**src/rtl/cfir_pkg.sv**
```systemverilog
package cfir_pkg;
  // number of mirrored pairs that share one multiplier
  function automatic int pair_count(input int nt);
    return nt / 2;
  endfunction

  // number of stored coefficients (pairs plus optional centre)
  function automatic int coef_count(input int nt);
    return (nt + 1) / 2;
  endfunction
endpackage

```
**src/rtl/cfir_tapline.sv**
```systemverilog
module cfir_tapline #(
  parameter int NT = 11,
  parameter int DW = 12
) (
  input  logic                   clk,
  input  logic                   rst_n,
  input  logic                   shift,
  input  logic [DW-1:0]          din,
  output logic [NT-1:0][DW-1:0]  taps
);
  always_ff @(posedge clk or negedge rst_n) begin
    if (!rst_n) begin
      taps <= '0;
    end else if (shift) begin
      taps[0] <= din;
      for (int i = 1; i < NT; i++) taps[i] <= taps[i-1];
    end
  end

  // delay line only moves on an accepted sample
  a_r10_idle_hold: assert property (@(posedge clk) disable iff (!rst_n)
    !shift |=> $stable(taps));
endmodule

```
**src/rtl/cfir_fold_mac.sv**
```systemverilog
module cfir_fold_mac #(
  parameter int NT    = 11,
  parameter int DW    = 12,
  parameter int CW    = 8,
  parameter int DROP1 = 6,
  parameter int NC    = cfir_pkg::coef_count(NT),
  parameter int RW    = DW + 1 + CW - DROP1
) (
  input  logic                   clk,
  input  logic                   rst_n,
  input  logic                   en,
  input  logic [NT-1:0][DW-1:0]  taps,
  input  logic [NC-1:0][CW-1:0]  coefs,
  output logic [NC-1:0][RW-1:0]  terms
);
  localparam int NP = cfir_pkg::pair_count(NT);
  localparam int PW = DW + 1 + CW;

  for (genvar k = 0; k < NC; k++) begin : g_term
    logic signed [DW:0]   pre;
    logic signed [CW-1:0] cf;
    logic signed [PW-1:0] prod;
    logic        [RW-1:0] rnd;

    if (k < NP) begin : g_pair
      assign pre = $signed({taps[k][DW-1], taps[k]})
                 + $signed({taps[NT-1-k][DW-1], taps[NT-1-k]});
    end else begin : g_mid
      assign pre = $signed({taps[k][DW-1], taps[k]});
    end

    assign cf   = $signed(coefs[k]);
    assign prod = pre * cf;

    if (DROP1 > 0) begin : g_rnd
      logic [PW-1:0] biased;
      assign biased = prod + PW'(2 ** (DROP1 - 1));
      assign rnd    = biased[PW-1:DROP1];
    end else begin : g_raw
      assign rnd = prod;
    end

    always_ff @(posedge clk or negedge rst_n) begin
      if (!rst_n)  terms[k] <= '0;
      else if (en) terms[k] <= rnd;
    end
  end
endmodule

```
**src/rtl/cfir_sum_sat.sv**
```systemverilog
module cfir_sum_sat #(
  parameter int NC    = 6,
  parameter int RW    = 15,
  parameter int DROP2 = 2,
  parameter int OW    = 12
) (
  input  logic                   clk,
  input  logic                   rst_n,
  input  logic                   en,
  input  logic                   v_in,
  input  logic                   out_ready,
  input  logic [NC-1:0][RW-1:0]  terms,
  output logic                   out_valid,
  output logic [OW-1:0]          out_data
);
  localparam int SW = RW + $clog2(NC + 1) + 1;
  localparam int AW = SW - DROP2;
  localparam logic [AW-1:0] HI = {{(AW-OW+1){1'b0}}, {(OW-1){1'b1}}};
  localparam logic [AW-1:0] LO = ~HI;

  logic [SW-1:0] acc;
  logic [AW-1:0] rnd;
  logic [OW-1:0] sat;

  always_comb begin
    acc = '0;
    for (int i = 0; i < NC; i++) acc = acc + SW'($signed(terms[i]));
  end

  if (DROP2 > 0) begin : g_rnd
    logic [SW-1:0] biased;
    assign biased = acc + SW'(2 ** (DROP2 - 1));
    assign rnd    = biased[SW-1:DROP2];
  end else begin : g_raw
    assign rnd = acc;
  end

  always_comb begin
    if ($signed(rnd) > $signed(HI))      sat = HI[OW-1:0];
    else if ($signed(rnd) < $signed(LO)) sat = LO[OW-1:0];
    else                                 sat = rnd[OW-1:0];
  end

  always_ff @(posedge clk or negedge rst_n) begin
    if (!rst_n) begin
      out_valid <= 1'b0;
      out_data  <= '0;
    end else if (en) begin
      out_valid <= v_in;
      if (v_in) out_data <= sat;
    end
  end

  // a stalled output holds its value
  a_r9_hold: assert property (@(posedge clk) disable iff (!rst_n)
    (out_valid && !out_ready) |=> (out_valid && $stable(out_data)));

  // clipping at the top of the range
  a_r6_clip_hi: assert property (@(posedge clk) disable iff (!rst_n)
    (en && v_in && $signed(rnd) > $signed(HI)) |=> (out_data == HI[OW-1:0]));
endmodule

```
**src/rtl/cfir_sym_eq.sv**
```systemverilog
module cfir_sym_eq #(
  parameter int NTAPS = 11,
  parameter int DW    = 12,
  parameter int CW    = 8,
  parameter int DROP1 = 6,
  parameter int DROP2 = 2,
  parameter int OW    = 12,
  parameter int NC    = cfir_pkg::coef_count(NTAPS),
  parameter int CAW   = (NC > 1) ? $clog2(NC + 1) : 1
) (
  input  logic            clk,
  input  logic            rst_n,
  input  logic            in_valid,
  output logic            in_ready,
  input  logic [DW-1:0]   in_data,
  output logic            out_valid,
  input  logic            out_ready,
  output logic [OW-1:0]   out_data,
  input  logic            cfg_we,
  input  logic [CAW-1:0]  cfg_addr,
  input  logic [CW-1:0]   cfg_data
);
  localparam int RW = DW + 1 + CW - DROP1;

  logic                      en, fire, v0, v1;
  logic [NTAPS-1:0][DW-1:0]  taps;
  logic [NC-1:0][CW-1:0]     coefs;
  logic [NC-1:0][RW-1:0]     terms;

  assign en       = !out_valid || out_ready;
  assign in_ready = en;
  assign fire     = in_valid && en;

  always_ff @(posedge clk or negedge rst_n) begin
    if (!rst_n) begin
      v0 <= 1'b0;
      v1 <= 1'b0;
    end else if (en) begin
      v0 <= in_valid;
      v1 <= v0;
    end
  end

  for (genvar k = 0; k < NC; k++) begin : g_coef
    always_ff @(posedge clk or negedge rst_n) begin
      if (!rst_n) coefs[k] <= '0;
      else if (cfg_we && cfg_addr == CAW'(k)) coefs[k] <= cfg_data;
    end

    // an addressed write lands in its coefficient
    a_r7_write: assert property (@(posedge clk) disable iff (!rst_n)
      (cfg_we && cfg_addr == CAW'(k)) |=> (coefs[k] == $past(cfg_data)));
  end

  cfir_tapline #(.NT(NTAPS), .DW(DW)) u_line (
    .clk(clk), .rst_n(rst_n), .shift(fire), .din(in_data), .taps(taps));

  cfir_fold_mac #(.NT(NTAPS), .DW(DW), .CW(CW), .DROP1(DROP1), .NC(NC), .RW(RW)) u_mac (
    .clk(clk), .rst_n(rst_n), .en(en), .taps(taps), .coefs(coefs), .terms(terms));

  cfir_sum_sat #(.NC(NC), .RW(RW), .DROP2(DROP2), .OW(OW)) u_sum (
    .clk(clk), .rst_n(rst_n), .en(en), .v_in(v1), .out_ready(out_ready),
    .terms(terms), .out_valid(out_valid), .out_data(out_data));

  // an advancing pipeline with a sample in the product stage presents it next
  a_r8_latency: assert property (@(posedge clk) disable iff (!rst_n)
    (en && v1) |=> out_valid);

  // no input is taken while the output is stalled
  a_r9_no_take: assert property (@(posedge clk) disable iff (!rst_n)
    (out_valid && !out_ready) |-> !in_ready);
endmodule

```
**config.mk**
```make
export PLATFORM = sky130hd
export DESIGN_NAME = cfir_sym_eq
export DESIGN_NICKNAME = d
export VERILOG_FILES = /design/src/rtl/cfir_pkg.sv /design/src/rtl/cfir_tapline.sv /design/src/rtl/cfir_fold_mac.sv /design/src/rtl/cfir_sum_sat.sv /design/src/rtl/cfir_sym_eq.sv
export SDC_FILE = /design/constraint.sdc
export NUM_CORES = 2
export LEC_CHECK = 0
export ABC_AREA = 0
export BUFFER_PORTS_ARGS = -buffer_cell sky130_fd_sc_hd__clkbuf_2
export CAP_MARGIN = 20
export CORE_MARGIN = 10
export CORE_UTILIZATION = 55
export DETAILED_ROUTE_END_ITERATION = 8
export PLACE_DENSITY = 0.79
export SLEW_MARGIN = 20
export SYNTH_ARGS = -nofsm -noshare
export SYNTH_HDL_FRONTEND = slang
export SYNTH_SLANG_ARGS = --single-unit
```
**constraint.sdc**
```tcl
create_clock -name clk -period 15.15 [get_ports clk]
set_input_delay 3.7875 -clock clk [delete_from_list [all_inputs] [get_ports clk]]
set_output_delay 3.7875 -clock clk [all_outputs]
set_load 0.01 [all_outputs]
```
### Yosys cells after proc, flatten, opt, wreduce, memory -nomap -nowiden

Index checks and enable logic that the tools add are counted.

| storage, ports and cells | value |
|---|---|
| flip-flop bits (word level) | 285 |
| latch bits | 0 |
| bits in writable memories | 0 |
| memory bits (read-only) | 0 |
| input bits | 28 |
| output and inout port bits | 14 |
| memories kept | 0 |

| operators by class | value |
|---|---|
| $add $sub $neg | 17 |
| multiply operators | 6 |
| divide/modulo/power cells | 0 |
| magnitude comparators | 2 |
| equal/unequal tests | 5 |
| shifts and indexed selects | 0 |
| mux-type cells | 2 |
| bitwise operators | 0 |
| reduce and logical (&&, ||, !) cells | 11 |

Operator list:

| kind | count |
|---|---|
| adder 21 x 7 -> 21 bit (second input constant) | 6 |
| multiplier 13 x 8 -> 21 bit | 5 |
| adder 19 bit | 4 |
| adder 12 x 12 -> 13 bit | 5 |
| two-way mux 12 bit | 2 |
| multiplier 12 x 8 -> 20 bit | 1 |
| adder 19 x 2 -> 19 bit (second input constant) | 1 |
| greater-than comparator 17 x 12 -> 1 bit (second input constant) | 1 |
| less-than comparator 17 x 12 -> 1 bit (second input constant) | 1 |
| adder 15 x 15 -> 16 bit | 1 |
| logical AND 1 bit | 7 |
| equality test 3 x 2 -> 1 bit (second input constant) | 2 |
| equality test 3 bit (second input constant) | 2 |
| equality test 3 x 1 -> 1 bit (second input constant) | 1 |
| logical NOT 3 bit | 1 |
| AND reduction 2 bit | 1 |
| logical NOT 1 bit | 1 |
| logical OR 1 bit | 1 |

### Longest topological paths before layout

| logic depth | value |
|---|---|
| word-level depth | 9 |
| mapped depth | 28 |
| depth with buffers taken out | 26 |

### Cells and area by module

A second synthesis with hierarchy kept.

| unflattened totals | value |
|---|---|
| cells, all modules | 3786 |
| area, all modules | 37703.7 µm² |

By module, submodules not included:

| module | times used | cells each | area an instance (µm²) | seq. area each (µm²) |
|---|---|---|---|---|
| cfir_fold_mac | 1 | 3030 | 27332.5 | 2252.2 |
| cfir_tapline | 1 | 279 | 5231.3 | 3303.2 |
| cfir_sum_sat | 1 | 365 | 3190.6 | 325.3 |
| cfir_sym_eq | 1 | 112 | 1949.4 | 1251.2 |

### Worst setup path after synthesis

No wires, ideal clock.

| timing path | value |
|---|---|
| path kind | input to output |
| start point | in out_ready |
| end point | out in_ready |
| arrival time | 4608 ps |
| data required time | 11363 ps |
| slack | 6754 ps |
| cell stages on the path | 5 |
| path buffers | 3 |
| cell sequence | nor2b_1 -> clkbuf_1 -> inv_1 -> clkbuf_1 -> clkbuf_1 |

| between the ends | value |
|---|---|
| longest elaborated chain between the ends | 1 |

Ends and longest elaborated chain:

| item | RTL line | text |
|---|---|---|
| from (decl) | cfir_sym_eq.sv:17 | `input logic out_ready,` |
| logical OR 1 bit | cfir_sym_eq.sv:30 | `assign en = !out_valid \|\| out_ready;` |
| to (decl) | cfir_sym_eq.sv:14 | `output logic in_ready,` |

Every way passes these cells.

### Final worst setup path

Same ends and word-level chain as after synthesis.

==> results.tsv <==
metric	value	unit
post-detailed-route count of antenna-violating nets	0	
Post-DP HPWL	68100	µm
Cell Area, Placed	37500	µm²
vias in the first global route	27056	
Avg Cell Area, Syn	9.87	µm²
Worst-Skew Late Latency	0.59	ns
Worst setup SP type	input pin	
count leader, synth	inv_1	
Final Hold Viols	0	
PortBufs	41	
Final Wtd Congestion	0.939	
first-pass GRT wire length	141000	µm
CTS tree	yes	
max-cap viol count	0	
f_max	0.105	GHz
post-synth top area share	30.5	%
Rel. slew slack	25.1	%
Setup Fix Bufs, Post-CTS	0	
top-level port count	42	
Num CTS Buffers	35	
setup violators final	0	
register bit total from synthesis	285	
outcome	finished, final reports clean	
Chip Height	278	µm
Synth Instances	3708	
design area	38600	µm²
die area	77200	µm²
post_cts resized	0	
drt initial violations	1852	
Mapped Nets	4595	
Max FO, Critical Path	86	
final WL	84200	µm
number of library cell types mapped by synthesis	64	
worst slew pin tran	1.12	ns
CTS Sinks	285	
mapped cell area	36600	µm²
per-cell routed wire length	18.4	µm
Die W	278	µm
Tcrit/Tclk final	63.0	%
fin crit period	9.54	ns
CP arrival	5.75	ns
Initial Util	55.6	%
WP data required	11.36	ns
Layout area overhead	5.59	%
cts hold-fix bufs	0	
setup_tns	0	ns
Slew Limit Fails	0	
ratio of cells with drive above 1 in the final layout	9.09	%
largest net degree at the start of global routing	94	
YS warnings	0	
Setup Skew	0.0348	ns
gr usage total	22.4	%
CTS Root Cell	clkbuf_16	
Core Box Area	65900	µm²
Synth area leaders	fa_1, dfrtp_1, ha_1, inv_1, mux2_2	
DR vias/cell	5.54	
Seq/Total Area, Yosys	19.5	%
Worst setup EP type	output port	
Synth area leader	fa_1	
EDFF count, synth	0	
via count	25323	
num rows	94	
CTS Buffer Depth	3	
initial antenna violation count	1	
Worst Hold Class	reg -> reg	
Critical Setup Path Class	in -> out	
nets	4572	
gr ovfl total	0	
remaining routing DRC violations	0	
CTS HTree Levels	2	
drt first pass iters	6	
Post-synth top cells	inv_1, fa_1, nand2_1	
ys async rst share	100	%
unrepaired setup endpoints after global routing	no	
clock-pin slew on the worst setup and hold paths	0.06	ns
main flop type after synthesis	dfrtp_1	
==> metal layers <==
metal | GRT usage, % | share of wire, %
met1 | 29.1 | 42
met2 | 36.5 | 46
met3 | 4.82 | 7.6
met4 | 8.36 | 3.8
met5 | 0 | 0.015
==> critical path, cell delays in order <==
cell and delay (ns):
clkbuf_2 0.10, nor2b_4 0.10, buf_4 0.71, clkinv_2 0.66, clkbuf_2 0.29
==> metrics by stage <==
| step | setup WS, ns | hold WS (ns) | cells | utilization [%] |
|---|---|---|---|---|
| floorplan | 6.75 | 0.443 | 3708 | - |
| global placement | 5.71 | 0.461 | 4512 | 57.0 |
| detailed placement | 5.67 | 0.467 | 4512 | 57.0 |
| CTS | 5.65 | 0.478 | 4572 | 58.7 |
| global route | 5.49 | 0.497 | 4572 | 58.7 |
| finish | 5.61 | 0.473 | 4573 | 58.7 |
==> placed cells by master, fill, tap and decap left out, drive strengths merged, types with 4 or more instances in the layout <==
| cell type | n |
|---|---|
| nor3b | 4 |
| mux2i | 17 |
| a211o | 11 |
| a21o | 26 |
| xor2 | 50 |
| fa | 557 |
| o21bai | 29 |
| o31a | 5 |
| and2 | 299 |
| nor2b | 15 |
| nand4b | 4 |
| clkbuf | 86 |
| nand4 | 6 |
| o31ai | 31 |
| o211ai | 13 |
| mux2 | 206 |
| o21ai | 65 |
| ha | 302 |
| nand2 | 358 |
| xnor2 | 117 |
| nor4 | 4 |
| and3 | 23 |
| o21a | 28 |
| dfrtp | 285 |
| a2111oi | 8 |
| nand2b | 77 |
| inv | 662 |
| nand3 | 19 |
| clkinv | 13 |
| a221o | 10 |
| nor2 | 120 |
| a21oi | 126 |
| buf | 9 |
| a21boi | 4 |
| or2 | 11 |
| a211oi | 14 |
| or3 | 14 |
| nor3 | 57 |
==> flip-flops by register name, indices dropped and copies added, names as in the netlist <==
name             count
u_mac.terms         90
u_line.taps        132
v0                   1
u_sum.out_valid      1
coefs               48
u_sum.out_data      12
v1                   1
==> final cells by class <==
type | instances | area, µm²
Tap cell | 864 | 1080
Multi-Input combinational cell | 2651 | 26600
Timing Repair Buffer | 49 | 275
Sequential cell | 285 | 7130
Inverter | 663 | 2490
Clock buffer | 46 | 947
Clock inverter | 14 | 145
Fill cell | 5517 | 27200
Antenna cell | 1 | 2.50
==> path summary, 6_finish.rpt <==
check	depth (start not counted)	endpoint	from	slack (ns)
min in group asynchronous	1	u_line.taps[11]$_DFFE_PN0P_	rst_n	3.20
hold / removal	2	u_mac.terms[85]$_DFFE_PN0N_	u_mac.terms[85]$_DFFE_PN0N_	0.47
setup / recovery	5	in_ready	out_ready	5.61
setup reg to reg	26	u_mac.terms[28]$_DFFE_PN0N_	u_line.taps[12]$_DFFE_PN0P_	7.79
hold reg to reg	2	u_mac.terms[85]$_DFFE_PN0N_	u_mac.terms[85]$_DFFE_PN0N_	0.47
max in group asynchronous	3	u_mac.terms[45]$_DFFE_PN0N_	rst_n	9.75
==> cells by family after synthesis <==
logic type               Yosys count  synth area share [%]
AO/OA/AOI/OAI                    388                  7.08
XOR/XNOR                         167                  4.00
adder cells (fa/ha/maj)          859                  40.8
buffers and inverters            772                  7.95
flip-flops                       285                  19.5
multiplexers                     223                  6.80
AND/OR/NAND/NOR                 1014                  13.9
Power is left out: the tool's default activity adds up to more than one toggle a clock period on the data nets, which glitch-free logic cannot reach.
